--- src/rtl/pwm_multi_pkg.sv ---
package pwm_multi_pkg;
  localparam int unsigned DefNumCh  = 10;
  localparam int unsigned DefDutyW  = 8;
  localparam int unsigned DefIdxW   = 4;
  localparam int unsigned DefPrescW = 8;
endpackage

--- src/rtl/pwm_timebase.sv ---
module pwm_timebase #(
  parameter int unsigned PRESC_W = 8,
  parameter int unsigned PHASE_W = 8
) (
  input  logic               clk_i,
  input  logic               rst_ni,
  output logic               tick_o,
  output logic               wrap_o,
  output logic [PHASE_W-1:0] phase_o
);
  logic [PRESC_W-1:0] presc_q;
  logic [PHASE_W-1:0] phase_q;

  assign tick_o  = &presc_q;
  assign wrap_o  = tick_o && (&phase_q);
  assign phase_o = phase_q;

  always_ff @(posedge clk_i or negedge rst_ni) begin
    if (!rst_ni) begin
      presc_q <= '0;
      phase_q <= '0;
    end else begin
      presc_q <= presc_q + PRESC_W'(1);
      if (tick_o) phase_q <= phase_q + PHASE_W'(1);
    end
  end

  a_r2_phase_hold: assert property (@(posedge clk_i) disable iff (!rst_ni)
    !tick_o |=> $stable(phase_q));
  a_r2_phase_step: assert property (@(posedge clk_i) disable iff (!rst_ni)
    tick_o |=> phase_q == $past(phase_q) + PHASE_W'(1));
endmodule

--- src/rtl/pwm_duty_bank.sv ---
module pwm_duty_bank #(
  parameter int unsigned NUM_CH = 10,
  parameter int unsigned DUTY_W = 8,
  parameter int unsigned IDX_W  = 4
) (
  input  logic                     clk_i,
  input  logic                     rst_ni,
  input  logic                     wr_en_i,
  input  logic [IDX_W-1:0]         wr_ch_i,
  input  logic [DUTY_W-1:0]        wr_duty_i,
  input  logic                     load_i,
  output logic [NUM_CH*DUTY_W-1:0] shadow_o,
  output logic [NUM_CH*DUTY_W-1:0] active_o
);
  localparam int unsigned BankW = NUM_CH * DUTY_W;
  localparam logic [IDX_W-1:0] LastCh = IDX_W'(NUM_CH - 1);

  logic [BankW-1:0] shadow_q, shadow_d, active_q;

  // index decode only matches real channels, so out-of-range writes fall through
  always_comb begin
    shadow_d = shadow_q;
    for (int c = 0; c < NUM_CH; c++) begin
      if (wr_en_i && wr_ch_i == IDX_W'(c)) shadow_d[c*DUTY_W +: DUTY_W] = wr_duty_i;
    end
  end

  always_ff @(posedge clk_i or negedge rst_ni) begin
    if (!rst_ni) begin
      shadow_q <= '0;
      active_q <= '0;
    end else begin
      shadow_q <= shadow_d;
      if (load_i) active_q <= shadow_q;
    end
  end

  assign shadow_o = shadow_q;
  assign active_o = active_q;

  a_r4_active_hold: assert property (@(posedge clk_i) disable iff (!rst_ni)
    !load_i |=> $stable(active_q));
  a_r3_bad_index: assert property (@(posedge clk_i) disable iff (!rst_ni)
    (!wr_en_i || wr_ch_i > LastCh) |=> $stable(shadow_q));
endmodule

--- src/rtl/pwm_out_stage.sv ---
module pwm_out_stage #(
  parameter int unsigned NUM_CH = 10,
  parameter int unsigned DUTY_W = 8
) (
  input  logic                     clk_i,
  input  logic                     rst_ni,
  input  logic                     tick_i,
  input  logic                     wrap_i,
  input  logic [DUTY_W-1:0]        phase_i,
  input  logic [NUM_CH*DUTY_W-1:0] shadow_i,
  input  logic [NUM_CH*DUTY_W-1:0] active_i,
  output logic [NUM_CH-1:0]        pwm_o
);
  logic [NUM_CH-1:0] staged_q, staged_d, pwm_q;
  logic [DUTY_W-1:0] phase_nxt;

  assign phase_nxt = phase_i + DUTY_W'(1);

  for (genvar g = 0; g < NUM_CH; g++) begin : g_ch
    logic [DUTY_W-1:0] cmp, cmp_new;
    assign cmp     = active_i[g*DUTY_W +: DUTY_W];
    assign cmp_new = shadow_i[g*DUTY_W +: DUTY_W];
    // at wrap, arm with the duty being loaded; otherwise drop on compare match
    assign staged_d[g] = wrap_i ? (cmp_new != '0) : (staged_q[g] && (phase_nxt != cmp));

    a_r5_zero_low: assert property (@(posedge clk_i) disable iff (!rst_ni)
      (cmp == '0) |-> !staged_q[g]);
  end

  always_ff @(posedge clk_i or negedge rst_ni) begin
    if (!rst_ni) begin
      staged_q <= '0;
      pwm_q    <= '0;
    end else if (tick_i) begin
      pwm_q    <= staged_q;
      staged_q <= staged_d;
    end
  end

  assign pwm_o = pwm_q;

  a_r7_edge_on_tick: assert property (@(posedge clk_i) disable iff (!rst_ni)
    !tick_i |=> $stable(pwm_q));
  a_r6_never_full: assert property (@(posedge clk_i) disable iff (!rst_ni)
    (&phase_i) |-> (staged_q == '0));
endmodule

--- src/rtl/pwm_multi.sv ---
module pwm_multi
  import pwm_multi_pkg::*;
#(
  parameter int unsigned NUM_CH  = DefNumCh,
  parameter int unsigned DUTY_W  = DefDutyW,
  parameter int unsigned IDX_W   = DefIdxW,
  parameter int unsigned PRESC_W = DefPrescW
) (
  input  logic              clk_i,
  input  logic              rst_ni,
  input  logic              wr_en_i,
  input  logic [IDX_W-1:0]  wr_ch_i,
  input  logic [DUTY_W-1:0] wr_duty_i,
  output logic [NUM_CH-1:0] pwm_o,
  output logic              wrap_o
);
  localparam int unsigned BankW = NUM_CH * DUTY_W;

  logic              tick, wrap;
  logic [DUTY_W-1:0] phase;
  logic [BankW-1:0]  shadow, active;

  pwm_timebase #(.PRESC_W(PRESC_W), .PHASE_W(DUTY_W)) u_timebase (
    .clk_i(clk_i), .rst_ni(rst_ni),
    .tick_o(tick), .wrap_o(wrap), .phase_o(phase)
  );

  pwm_duty_bank #(.NUM_CH(NUM_CH), .DUTY_W(DUTY_W), .IDX_W(IDX_W)) u_bank (
    .clk_i(clk_i), .rst_ni(rst_ni),
    .wr_en_i(wr_en_i), .wr_ch_i(wr_ch_i), .wr_duty_i(wr_duty_i),
    .load_i(wrap), .shadow_o(shadow), .active_o(active)
  );

  pwm_out_stage #(.NUM_CH(NUM_CH), .DUTY_W(DUTY_W)) u_out (
    .clk_i(clk_i), .rst_ni(rst_ni),
    .tick_i(tick), .wrap_i(wrap), .phase_i(phase),
    .shadow_i(shadow), .active_i(active), .pwm_o(pwm_o)
  );

  assign wrap_o = wrap;

  a_r9_wrap_pulse: assert property (@(posedge clk_i) disable iff (!rst_ni)
    wrap_o |=> !wrap_o);
  a_r9_wrap_on_tick: assert property (@(posedge clk_i) disable iff (!rst_ni)
    wrap_o |-> tick);
endmodule

--- config.mk ---
export PLATFORM = sky130hd
export DESIGN_NAME = pwm_multi
export DESIGN_NICKNAME = d
export VERILOG_FILES = /design/src/rtl/pwm_multi_pkg.sv /design/src/rtl/pwm_timebase.sv /design/src/rtl/pwm_duty_bank.sv /design/src/rtl/pwm_out_stage.sv /design/src/rtl/pwm_multi.sv
export SDC_FILE = /design/constraint.sdc
export NUM_CORES = 1
export LEC_CHECK = 0
export ABC_AREA = 1
export CORE_MARGIN = 2
export CORE_UTILIZATION = 35
export DETAILED_ROUTE_END_ITERATION = 10
export PLACE_DENSITY_LB_ADDON = 0.2
export REMOVE_ABC_BUFFERS = 1
export SYNTH_ARGS = -nofsm -noshare
export SYNTH_HDL_FRONTEND = slang
export SYNTH_SLANG_ARGS = --single-unit
--- constraint.sdc ---
create_clock -name clk_i -period 2.8 [get_ports clk_i]
set_input_delay 0.56 -clock clk_i [delete_from_list [all_inputs] [get_ports clk_i]]
set_output_delay 0.56 -clock clk_i [all_outputs]
set_load 0.01 [all_outputs]
Yosys cells after proc, flatten, opt, wreduce, memory -nomap -nowiden
Index checks and enable logic that the tools add are counted.

storage, ports and cells
  flip-flop bits (word level) = 196
  bits of input ports = 15
  output and inout bits = 11

cells by class
  add/subtract/negate cells = 2
  equality and inequality tests = 19
  mux-type cells = 10
  reduce and logical (&&, ||, !) cells = 34

operator list
  cell                                           count
  != test 8 bit                                  10
  nonzero test 8 bit                             10
  logical AND 1 bit                              21
  adder 8 x 1 -> 8 bit, second input constant    2
  == test 4 x 3 -> 1 bit, second input constant  4
  AND reduction 8 bit                            2
  2-to-1 mux 1 bit                               10
  == test 4 x 2 -> 1 bit, second input constant  2
  == test 4 bit, second input constant           2
  == test 4 x 1 -> 1 bit, second input constant  1
  zero test 4 bit                                1

Logic depth before layout (Yosys ltp)
Gate-level depths: netlist of the first run.

  depth after elaboration = 4
  depth in mapped cells = 14
  gate-level depth less buffers = 13

By module
From an unflattened synthesis of the first run, not the netlist that was laid out.

unflattened totals
  cells, all modules = 1,114
  area total of the unflattened synthesis = 9,690.5 um2

by module, submodules not included
  module         times used  cells an instance  area an instance (um2)
  pwm_duty_bank  1           556                6,232.2
  pwm_out_stage  1           473                2,672.6
  pwm_timebase   1           85                 785.8

Least setup slack after synthesis of the first run
No wires, ideal clock.

  kind = flip-flop to output port
  start point = reg u_timebase.phase_q[0], in the netlist u_timebase.phase_o[0]
  end point = out wrap_o
  arrival = 1,548 ps
  data required time = 2,240 ps
  path slack = 692 ps
  stages on the path, launching flop included = 8
  cells stage by stage = dfrtp_1 -> ha_1 -> nand2_1 -> nor2_1 -> nand3_1 -> nor3_2 -> buf_4 -> buf_4

on the way
  word-level cells in the longest chain between the ends = 2

RTL lines
  item                    RTL line            text
  from (decl)             pwm_timebase.sv:12  logic [PHASE_W-1:0] phase_q;
  from (signal assigned)  pwm_timebase.sv:24  if (tick_o) phase_q <= phase_q + PHASE_W'(1);
  AND reduction 8 bit     pwm_timebase.sv:15  assign wrap_o = tick_o && (&phase_q);
  logical AND 1 bit       pwm_timebase.sv:15
  to (decl)               pwm_multi.sv:15     output logic wrap_o

Every way passes these cells.

Worst setup path after layout of the first run
  start point = reg u_timebase.phase_q[1], in the netlist u_timebase.phase_o[1]
  end point = out wrap_o

Same word-level chain as after synthesis.

==> results of run 1 <==
-- placed cells by master, fill, tap and decap left out --
cell type | synthesis | final
clkdlybuf4s50_1 | 0 | 23
a21o_1 | 5 | 5
o21ai_0 | 153 | 153
nand3b_1 | 23 | 23
xnor2_1 | 2 | 2
inv_1 | 113 | 113
nor2_1 | 64 | 64
xor2_1 | 14 | 14
bufinv_16 | 0 | 4
diode_2 | 0 | 1
clkbuf_8 | 0 | 1
dfrtp_1 | 196 | 196
clkinv_4 | 0 | 1
a31o_2 | 1 | 1
clkinv_2 | 0 | 4
clkbuf_16 | 0 | 17
clkbuf_1 | 28 | 1
nor4_1 | 15 | 15
nor3_4 | 1 | 2
nand4_1 | 7 | 7
buf_4 | 11 | 22
ha_1 | 2 | 2
nand2_1 | 463 | 463
inv_6 | 0 | 2
clkinvlp_4 | 0 | 2
dlygate4sd2_1 | 0 | 1
o21ai_1 | 4 | 4
nand3_1 | 37 | 37
buf_12 | 0 | 3
clkinv_1 | 1 | 1
nor3_1 | 2 | 2
inv_2 | 2 | 2
-- state kept, by name, summed over array words and instances (netlist names) --
register,cells
u_bank.shadow_o,80
u_bank.active_o,80
u_timebase.phase_o,8
u_timebase.presc_q,8
u_out.staged_q,10
u_out.pwm_o,10
-- cell families (layout without fill, tap and decap cells) --
family / after synthesis / in the layout
compound gates: 163 / 163
flops: 196 / 196
simple gates: 613 / 613
xor+xnor: 16 / 16
buf+inv: 164 / 197
other cells: 0 / 1
fa+ha+maj: 2 / 2
-- path summary, 6_finish.rpt --
check / endpoint / slack (ns) / cells after the start / start
hold / removal: u_timebase.presc_q[3]$_DFF_PN0_ / 0.03 / 1 / rst_ni
max in group asynchronous: u_bank.shadow_o[33]$_DFFE_PN0P_ / 1.91 / 2 / rst_ni
min in group clk_i: u_timebase.presc_q[0]$_DFF_PN0_ / 0.45 / 1 / u_timebase.presc_q[0]$_DFF_PN0_
setup reg to reg: u_out.staged_q[9]$_DFFE_PN0P_ / 0.33 / 9 / u_timebase.phase_o[1]$_DFFE_PN0P_
setup / recovery: wrap_o / 0.28 / 6 / u_timebase.phase_o[1]$_DFFE_PN0P_
hold reg to reg: u_timebase.presc_q[0]$_DFF_PN0_ / 0.45 / 1 / u_timebase.presc_q[0]$_DFF_PN0_
-- through the flow --
stage	cells	hold slack (ns)	util [%]	instance area, um2
after floorplan	1106	0.264	-	8850
after global placement	1485	0.434	38.4	9740
after detailed placement	1485	0.445	38.4	9740
after CTS	1517	0.0401	40.9	10400
after global routing	1517	0.0476	40.9	10400
final	1518	0.0346	40.9	10400
-- cells in the mapped netlist (2+ instances only) --
cell type    n
nand2_1    463
dfrtp_1    196
o21ai_0    153
inv_1      113
nor2_1      64
nand3_1     37
clkbuf_1    28
nand3b_1    23
nor4_1      15
xor2_1      14
buf_4       11
buf_2        9
nand4_1      7
a21o_1       5
o21ai_1      4
ha_1         2
inv_2        2
nor3_1       2
xnor2_1      2
-- critical path: cells and delay by family (launching register included) --
family,cells,cell delay (ns)
adder cells (fa/ha/maj),1,0.20
AND/OR/NAND/NOR,4,0.63
buffers and inverters,1,0.33
flip-flops,1,0.38
-- power by group through the flow --
stage / registers [mW] / logic (mW) / clock network, mW
after floorplan: 3.25 / 0.248 / 0
after global placement: 3.30 / 0.421 / 0
after detailed placement: 3.31 / 0.430 / 0
after CTS: 3.25 / 0.431 / 2.66
after global routing: 3.29 / 0.503 / 2.77
final: 3.25 / 0.419 / 2.60
-- area by class of cell --
class | instances | area [um2] | share of cell area [%]
tap | 330 | 413 | 3.99
timing repair buffer | 50 | 478 | 4.61
antenna | 1 | 2.50 | 0.0242
multi-input combinational | 794 | 3510 | 33.9
clock buffer | 18 | 429 | 4.14
inverter | 116 | 435 | 4.20
sequential | 196 | 4900 | 47.4
clock inverter | 13 | 181 | 1.75
-- layer usage --
layer  part of all wire (%)  vias up  track usage [%]
met5                      0        -                0
met4                    1.8        0             5.77
met3                    3.9       27             3.10
met2                     45      112             29.5
met1                     49     3394             27.1
li1                       -     3655                -
-- what timing repair did --
action	in CTS	in global routing
gates resized for setup	1	0
setup buffers	1	0
setup endpoints to repair	1	0
==> run metrics, run 1 <==
status=finished clean; final wirelength=24,200 um; Clock Power Share=41.4%; Power Total=6.27 mW; setup TNS=0 ns; Initial DRT Pass Iterations=5; final setup vio count=0; vias in the first global route=6,746; worst hold-check path type=primary input to asynchronous set/reset pin; maximum clock frequency=397 MHz; Most used DFF post-synth=dfrtp_1; Worst-Skew Late Latency=0.43 ns; Critical Path Slowest Stage Cell=dfrtp_1; core area=0.0253 mm2; area added between synthesis and finish=14.1%; Total GRT Usage=18.9%; internal power=4.72 mW; static leakage=5.02 nW; Final WS setup=0.283 ns; CP cell instances=ha_1 -> nand2_1 -> nor2_1 -> nand3_1 -> nor3_4 -> dlygate4sd2_1; arrival time of the worst setup path=1.96 ns; first-pass GRT wire length=38,400 um; IO buf count=25; Max-slew headroom=44.2%; PD cells=606 mW/mm2; Synth Area in Adders=0.276%; die area=0.0272 mm2; GR Overflow Total=0; worst vdd ir=0.387 mV; post-synthesis async set-or-reset flop share=100%; worst slack, placed=0.301 ns; logic gate share of total power=6.7%; Fillers=2,596; Sw Share=24.7%; cts hold-fix bufs=0; I/O pin count=26; Yosys Warn Count=0; Std-Cell Rows=58; crit path capture type=output pin; top post-synthesis cells by area=dfrtp_1 54%, nand2_1 19%, o21ai_0 8.4%, inv_1 4.7%, nor2_1 2.6%; area share of the largest cell type after synthesis=54.0%; vias=7,188; layout cells sized above 1=5.14%; sw power=1.55 mW; GPL Wtd Cong=0.776; unrepaired setup endpoints after global routing=false; HPWL Detailed=15,300 um; Yosys cell types=23; number of synthesized flops with an enable pin=0; sequential share of power=51.9%; Synth Area in Compound Gates=9.16%; CTS Buf Count=17; crit-path max cell delay=0.38 ns; Reg clk slew, reported paths=0.07 ns; Tcrit/Tclk final=89.9%; fin. max-slew vios=0; DR WL/cell=15.9 um; drc violations=0; startpoint types=flip-flop; Synth Area in XOR/XNOR=1.54%; CTS tree=yes; Post-Synthesis Cells=1,154; Clock Sink Count=196; height of the chip=165 um; Clock Path Buffers=2; Yosys reg bits=196; First DRT Iteration DRCs=548; pin count of the biggest net entering global routing=94; Setup CP Type=flip-flop to output pin; Max FO, Critical Path=3; post-synthesis instance area=0.00908 mm2; area leader, netlist=dfrtp_1; antenna violations before repair=0; Die X=165 um; mux contribution to synthesized area=0%; Synth Area in Simple Gates=27.6%; Seq/Total Area, Yosys=54.0%; root buf cell=clkbuf_16; Avg Inst Size Synth=7.87 um2; Worst Max-Slew Pin Slew=0.835 ns; H-tree Lvls=4; Nets=1,192; Initial Util=35.9%; DRT antenna net count=0; Worst Clk Skew=0.0137 ns; endpoints failing hold=0; max-cap viol count=0; largest family of logic cells by synthesized area=simple AND/OR/NAND/NOR gates; data required time at the worst endpoint=2.24 ns; routed vias/inst=4.74; clock period minus final worst setup slack=2.52 ns
Power figures use the tool's default switching activity.
==> inputs of run 2 (changes only) <==
Settings changed: CAP_MARGIN from default to 25, REMOVE_ABC_BUFFERS 1 to default.
Clock period 2.8 ns to 3 ns, I/O delays scaled along.
==> run 2 against run 1 <==
  * Setup slack improved by 0.11 ns
  * Wire length decreased by 8.6%
  * Cell area decreased by 0.66%
  * Final cell count decreased by 0.72%
  * Critical path type unchanged
  * Critical endpoint unchanged
  * Largest power group unchanged
==> run metrics, run 2 (synthesis results as in run 1) <==
DRT antenna net count=0 (unchanged); Initial DRT Pass Iterations=5 (unchanged); crit path capture type=output pin (unchanged); CTS tree=yes (unchanged); Nets=1,181 (was 1,192); Total GRT Usage=17.4% (was 18.9%); cts hold-fix bufs=0 (unchanged); FF-to-FF Start=u_timebase.presc_q[0]$_DFF_PN0_ (was u_timebase.phase_o[1]$_DFFE_PN0P_); Worst-Skew Late Latency=0.44 ns (was 0.43 ns); CTS Buf Count=17 (unchanged); PD cells=568 mW/mm2 (was 606 mW/mm2); antenna violations before repair=0 (unchanged); root buf cell=clkbuf_16 (unchanged); routed vias/inst=4.70 (was 4.74); setup TNS=0 ns (unchanged); Post-Syn Nets=1,171; data required time at the worst endpoint=2.40 ns (was 2.24 ns); Std-Cell Rows=58 (unchanged); Final Non-Filler Cells=1,507 (was 1,518); I/O pin count=26 (unchanged); startpoint types=flip-flop (unchanged); Setup crit end=wrap_o (unchanged); maximum clock frequency=384 MHz; Max FO, Critical Path=3 (unchanged); die area=0.0272 mm2 (unchanged); Clock Sink Count=196 (unchanged); Worst Setup SP=u_timebase.presc_q[0]$_DFF_PN0_ (was u_timebase.phase_o[1]$_DFFE_PN0P_); drc violations=0 (unchanged); H-tree Lvls=4 (unchanged); r2r setup slk=0.63 ns (was 0.33 ns); area added between synthesis and finish=13.3% (was 14.1%); vias in the first global route=6,501 (was 6,746); worst vdd ir=0.408 mV (was 0.387 mV); First DRT Iteration DRCs=490 (was 548); Worst Clk Skew=0.0131 ns (was 0.0137 ns); IO buf count=25 (unchanged); diode count=0 (was 1); clock period minus final worst setup slack=2.60 ns; unrepaired setup endpoints after global routing=false (unchanged); first-pass GRT wire length=36,200 um (was 38,400 um); Tcrit/Tclk final=86.7%; vias=7,078 (was 7,188); end of the worst register-to-register path=u_out.staged_q[9]$_DFFE_PN0P_ (unchanged); HPWL Detailed=15,400 um (was 15,300 um); pin count of the biggest net entering global routing=137 (was 94); most frequent cells in the layout=463 x nand2_1, 196 x dfrtp_1, 153 x o21ai_0, 113 x inv_1, 64 x nor2_1 (unchanged); static leakage=4.98 nW (was 5.02 nW); worst hold-check path type=primary input to asynchronous set/reset pin (unchanged); arrival time of the worst setup path=2.00 ns (was 1.96 ns); Reg clk slew, reported paths=0.07 ns (about the same); WHS=0.138 ns (was 0.0346 ns); GR Overflow Total=0 (unchanged); endpoints failing hold=0 (unchanged); height of the chip=165 um (unchanged); Initial Util=35.9% (unchanged); core area=0.0253 mm2 (unchanged); most common library cell in the layout ignoring fill and taps=nand2_1 (unchanged); GPL Wtd Cong=0.768 (was 0.776); final wirelength=22,100 um (was 24,200 um); reg2reg path depth=9 (unchanged); final setup vio count=0 (unchanged); Worst Max-Slew Pin Slew=0.819 ns (was 0.835 ns); fin. max-slew vios=0 (unchanged); layout cells sized above 1=4.25% (was 5.14%); Clock Path Buffers=2 (unchanged); Max-slew headroom=45.3% (was 44.2%); Setup CP Type=flip-flop to output pin (unchanged); Post-Place Cells=1,473 (was 1,485); status=finished clean (unchanged); Power Total=5.84 mW (was 6.27 mW); DR WL/cell=14.6 um (was 15.9 um); max-cap viol count=0 (unchanged); Die X=165 um (unchanged)
## run 2: cell type report
class / instances / area [um2]
tap: 330 / 413
clock buffer: 21 / 460
fill: 2505 / 15000
clock inverter: 11 / 150
timing repair buffer: 39 / 412
inverter: 116 / 435
multi-input combinational: 794 / 3510
sequential: 196 / 4900
## run 2: worst min path at each step
stage / slack (ns) / endpoint / depth (start not counted)
after floorplan: 0.30 / u_bank.active_o[0]$_DFFE_PN0P_ / 0
after global placement: 0.44 / u_timebase.presc_q[0]$_DFF_PN0_ / 1
after detailed placement: 0.45 / u_timebase.presc_q[0]$_DFF_PN0_ / 1
after CTS: 0.15 / u_bank.shadow_o[56]$_DFFE_PN0P_ / 1
after global routing: 0.16 / u_bank.active_o[1]$_DFFE_PN0P_ / 1
final: 0.14 / u_bank.shadow_o[56]$_DFFE_PN0P_ / 1
## run 2: power breakdown
part           switching [mW]  internal [mW]  total (mW)
Combinational           0.253          0.146       0.399
Clock                    1.03           1.36        2.40
Sequential              0.176           2.87        3.05
## run 2: metrics by stage
stage	utilization, %	area, um2	setup WS (ns)
2_1_floorplan	-	9080	0.852
3_3_place_gp	38.1	9660	0.489
3_5_place_dp	38.1	9660	0.467
4_1_cts	40.6	10300	0.0370
5_1_grt	40.6	10300	0.263
6_report	40.6	10300	0.398
## run 2: routing by layer
metal | part of all wire [%] | global-route usage [%] | up-vias
met4 | 1.4 | 5.06 | 0
met3 | 3.5 | 2.92 | 18
met1 | 51 | 25.7 | 3304
met2 | 44 | 26.4 | 121
li1 | - | - | 3635
met5 | 0 | 0 | -
## run 2: worst max-delay path, stage by stage (launching register included)
cell and delay [ns]:
dfrtp_1 0.37, ha_1 0.19, nand3_1 0.19, nor3_4 0.29, inv_2 0.08, nor3_4 0.24
dlymetal6s2s_1 0.20
## run 2: timing repair
item                                    CTS  global route
setup buffers                             1             1
cloned                                    0             0
pin swaps                                 1             1
endpoints found under the setup margin    1             1
gates resized for setup                   0             1
==> inputs of run 3 (changes only) <==
Settings changed: GPL_TIMING_DRIVEN from default to 0.
==> run 3 against run 2 <==
  * Global-route usage rose by 3.9 points
  * Register-to-register slack improved by 0.06 ns
  * Via count rose by 6.0%
  * Clock power rose by 3%
  * Clock skew rose by 0.00067 ns
  * Clock-buffer cell count fell by 1
  * First-iteration DRC count rose by 25%
  * Critical endpoint unchanged
  * Critical path type unchanged
  * Largest power group unchanged
  * Wire length rose by 24%
  * Final cell count rose by 2.5%
  * Hold slack improved by 0.049 ns
  * Combinational power barely moved
  * Flip-flop and latch count did not move
==> run metrics, run 3 (synthesis results as in run 1) <==
status=finished clean (unchanged); most frequent cells in the layout=463 x nand2_1, 196 x dfrtp_1, 153 x o21ai_0, 113 x inv_1, 64 x nor2_1 (unchanged); clock period minus final worst setup slack=2.80 ns (was 2.60 ns); cts hold-fix bufs=0 (unchanged); FF-to-FF Start=u_timebase.presc_q[0]$_DFF_PN0_ (unchanged); endpoints failing hold=0 (unchanged); startpoint types=flip-flop (unchanged); area added between synthesis and finish=15.2% (was 13.3%); Setup CP Type=flip-flop to output pin (unchanged); Initial Util=35.9% (unchanged); data required time at the worst endpoint=2.40 ns (about the same); core area=0.0253 mm2 (unchanged); crit path capture type=output pin (unchanged); final wirelength=27,300 um (was 22,100 um); Critical Path Slowest Stage Cell=dfrtp_1 (unchanged); Power Total=5.91 mW (was 5.84 mW); max-cap viol count=0 (unchanged); Total GRT Usage=21.4% (was 17.4%); worst hold-check path type=primary input to asynchronous set/reset pin (unchanged); Std-Cell Rows=58 (unchanged); static leakage=5.06 nW (was 4.98 nW); fin. max-slew vios=0 (unchanged); root buf cell=clkbuf_16 (unchanged); antenna violations before repair=0 (unchanged); Worst-Skew Late Latency=0.44 ns (about the same); HPWL Detailed=18,100 um (was 15,400 um); Die X=165 um (unchanged); die area=0.0272 mm2 (unchanged); routed vias/inst=4.86 (was 4.70); Nets=1,220 (was 1,181); Reg clk slew, reported paths=0.08 ns (was 0.07 ns); layout cells sized above 1=5.27% (was 4.25%); Initial DRT Pass Iterations=5 (unchanged); Clock Sink Count=196 (unchanged); DR WL/cell=17.7 um (was 14.6 um); Max FO, Critical Path=3 (unchanged); Post-Syn Nets=1,171 (unchanged); DRT antenna net count=0 (unchanged); CP cell instances=ha_2 -> nand3_2 -> nor3_4 -> inv_4 -> nor3_4 -> buf_12 -> dlygate4sd2_1 (was ha_1 -> nand3_1 -> nor3_4 -> inv_2 -> nor3_4 -> dlymetal6s2s_1); IO buf count=25 (unchanged); crit-path max cell delay=0.38 ns (was 0.37 ns); I/O pin count=26 (unchanged); setup TNS=0 ns (unchanged); Finished Core Util=41.3% (was 40.6%); Tcrit/Tclk final=93.4% (was 86.7%); CTS Buf Count=17 (unchanged); maximum clock frequency=357 MHz (was 384 MHz); Most Frequent Cell on Critical Path=nor3_4 (unchanged); CTS tree=yes (unchanged); GR Overflow Total=0 (unchanged); PD cells=565 mW/mm2 (was 568 mW/mm2); Worst Max-Slew Pin Slew=0.803 ns (was 0.819 ns); end of the worst register-to-register path=u_timebase.phase_o[1]$_DFFE_PN0P_ (was u_out.staged_q[9]$_DFFE_PN0P_); Worst Clk Skew=0.0138 ns (was 0.0131 ns); pin count of the biggest net entering global routing=102 (was 137); diode count=0 (unchanged); Max-slew headroom=46.2% (was 45.3%); r2r setup slk=0.69 ns (was 0.63 ns); Clock Path Buffers=2 (unchanged); final setup vio count=0 (unchanged); drc violations=0 (unchanged); Cell Area, Placed=0.00978 mm2 (was 0.00966 mm2); most common library cell in the layout ignoring fill and taps=nand2_1 (unchanged); vias=7,506 (was 7,078); H-tree Lvls=4 (unchanged); unrepaired setup endpoints after global routing=false (unchanged); reg2reg path depth=8 (was 9); first-pass GRT wire length=42,700 um (was 36,200 um); worst vdd ir=0.374 mV (was 0.408 mV); First DRT Iteration DRCs=613 (was 490); vias in the first global route=7,318 (was 6,501); design area=0.0105 mm2 (was 0.0103 mm2); GPL Wtd Cong=0.820 (was 0.768); height of the chip=165 um (unchanged); arrival time of the worst setup path=2.20 ns (was 2.00 ns)
run 3: how the worst max path moves through the flow:
| stage | start | end | slack (ns) | depth (start not counted) |
|---|---|---|---|---|
| after floorplan | u_timebase.phase_o[0]$_DFFE_PN0P_ | wrap_o | 0.85 | 7 |
| after global placement | rst_ni | u_out.staged_q[4]$_DFFE_PN0P_ | -7.32 | 1 |
| after detailed placement | u_timebase.presc_q[0]$_DFF_PN0_ | wrap_o | -0.18 | 8 |
| after CTS | u_timebase.presc_q[0]$_DFF_PN0_ | wrap_o | 0.19 | 7 |
| after global routing | u_timebase.presc_q[0]$_DFF_PN0_ | wrap_o | 0.11 | 7 |
| final | u_timebase.presc_q[0]$_DFF_PN0_ | wrap_o | 0.20 | 7 |
run 3: worst max-delay path, delay by kind of cell (launching register included):
family	cells	cell delay [ns]
and+or+nand+nor	3	0.69
buffers and inverters	3	0.48
DFF	1	0.38
adders and majority gates	1	0.21
run 3: metrics by stage:
step	hold slack, ns	instances	setup WS [ns]
CTS	0.243	1545	0.192
detailed placement	0.446	1511	-0.183
floorplan	0.304	1154	0.852
global route	0.242	1545	0.106
finish	0.187	1545	0.197
global placement	0.441	1509	-7.32
run 3: repair_timing:
action,in CTS,in global routing
setup buffers,4,0
endpoints found under the setup margin,1,0
resized for setup,9,0
run 3: metal layers:
layer  wire [um]  global-route usage, %  up-vias  part of all wire [%]
met1       12600                   29.0     3611                    46
met3        1010                   2.47       26                   3.7
met2       13200                   36.2      151                    48
li1            -                      -     3718                     -
met4         506                   6.09        0                   1.9
met5           0                      0        -                     0
run 3: final cells by class:
class	instances	area, um2
repair buffers	31	319
well taps	330	413
inverters	116	438
clock buffers	20	457
flip-flops and latches	196	4900
multi-input cells	794	3530
clock inverters	11	166
plain buffers	47	238
fillers	2603	14900
run 3: power by group:
| part | internal, mW | total [mW] | switching [mW] |
|---|---|---|---|
| Sequential | 2.87 | 3.04 | 0.177 |
| Clock | 1.38 | 2.47 | 1.09 |
| Combinational | 0.143 | 0.402 | 0.259 |
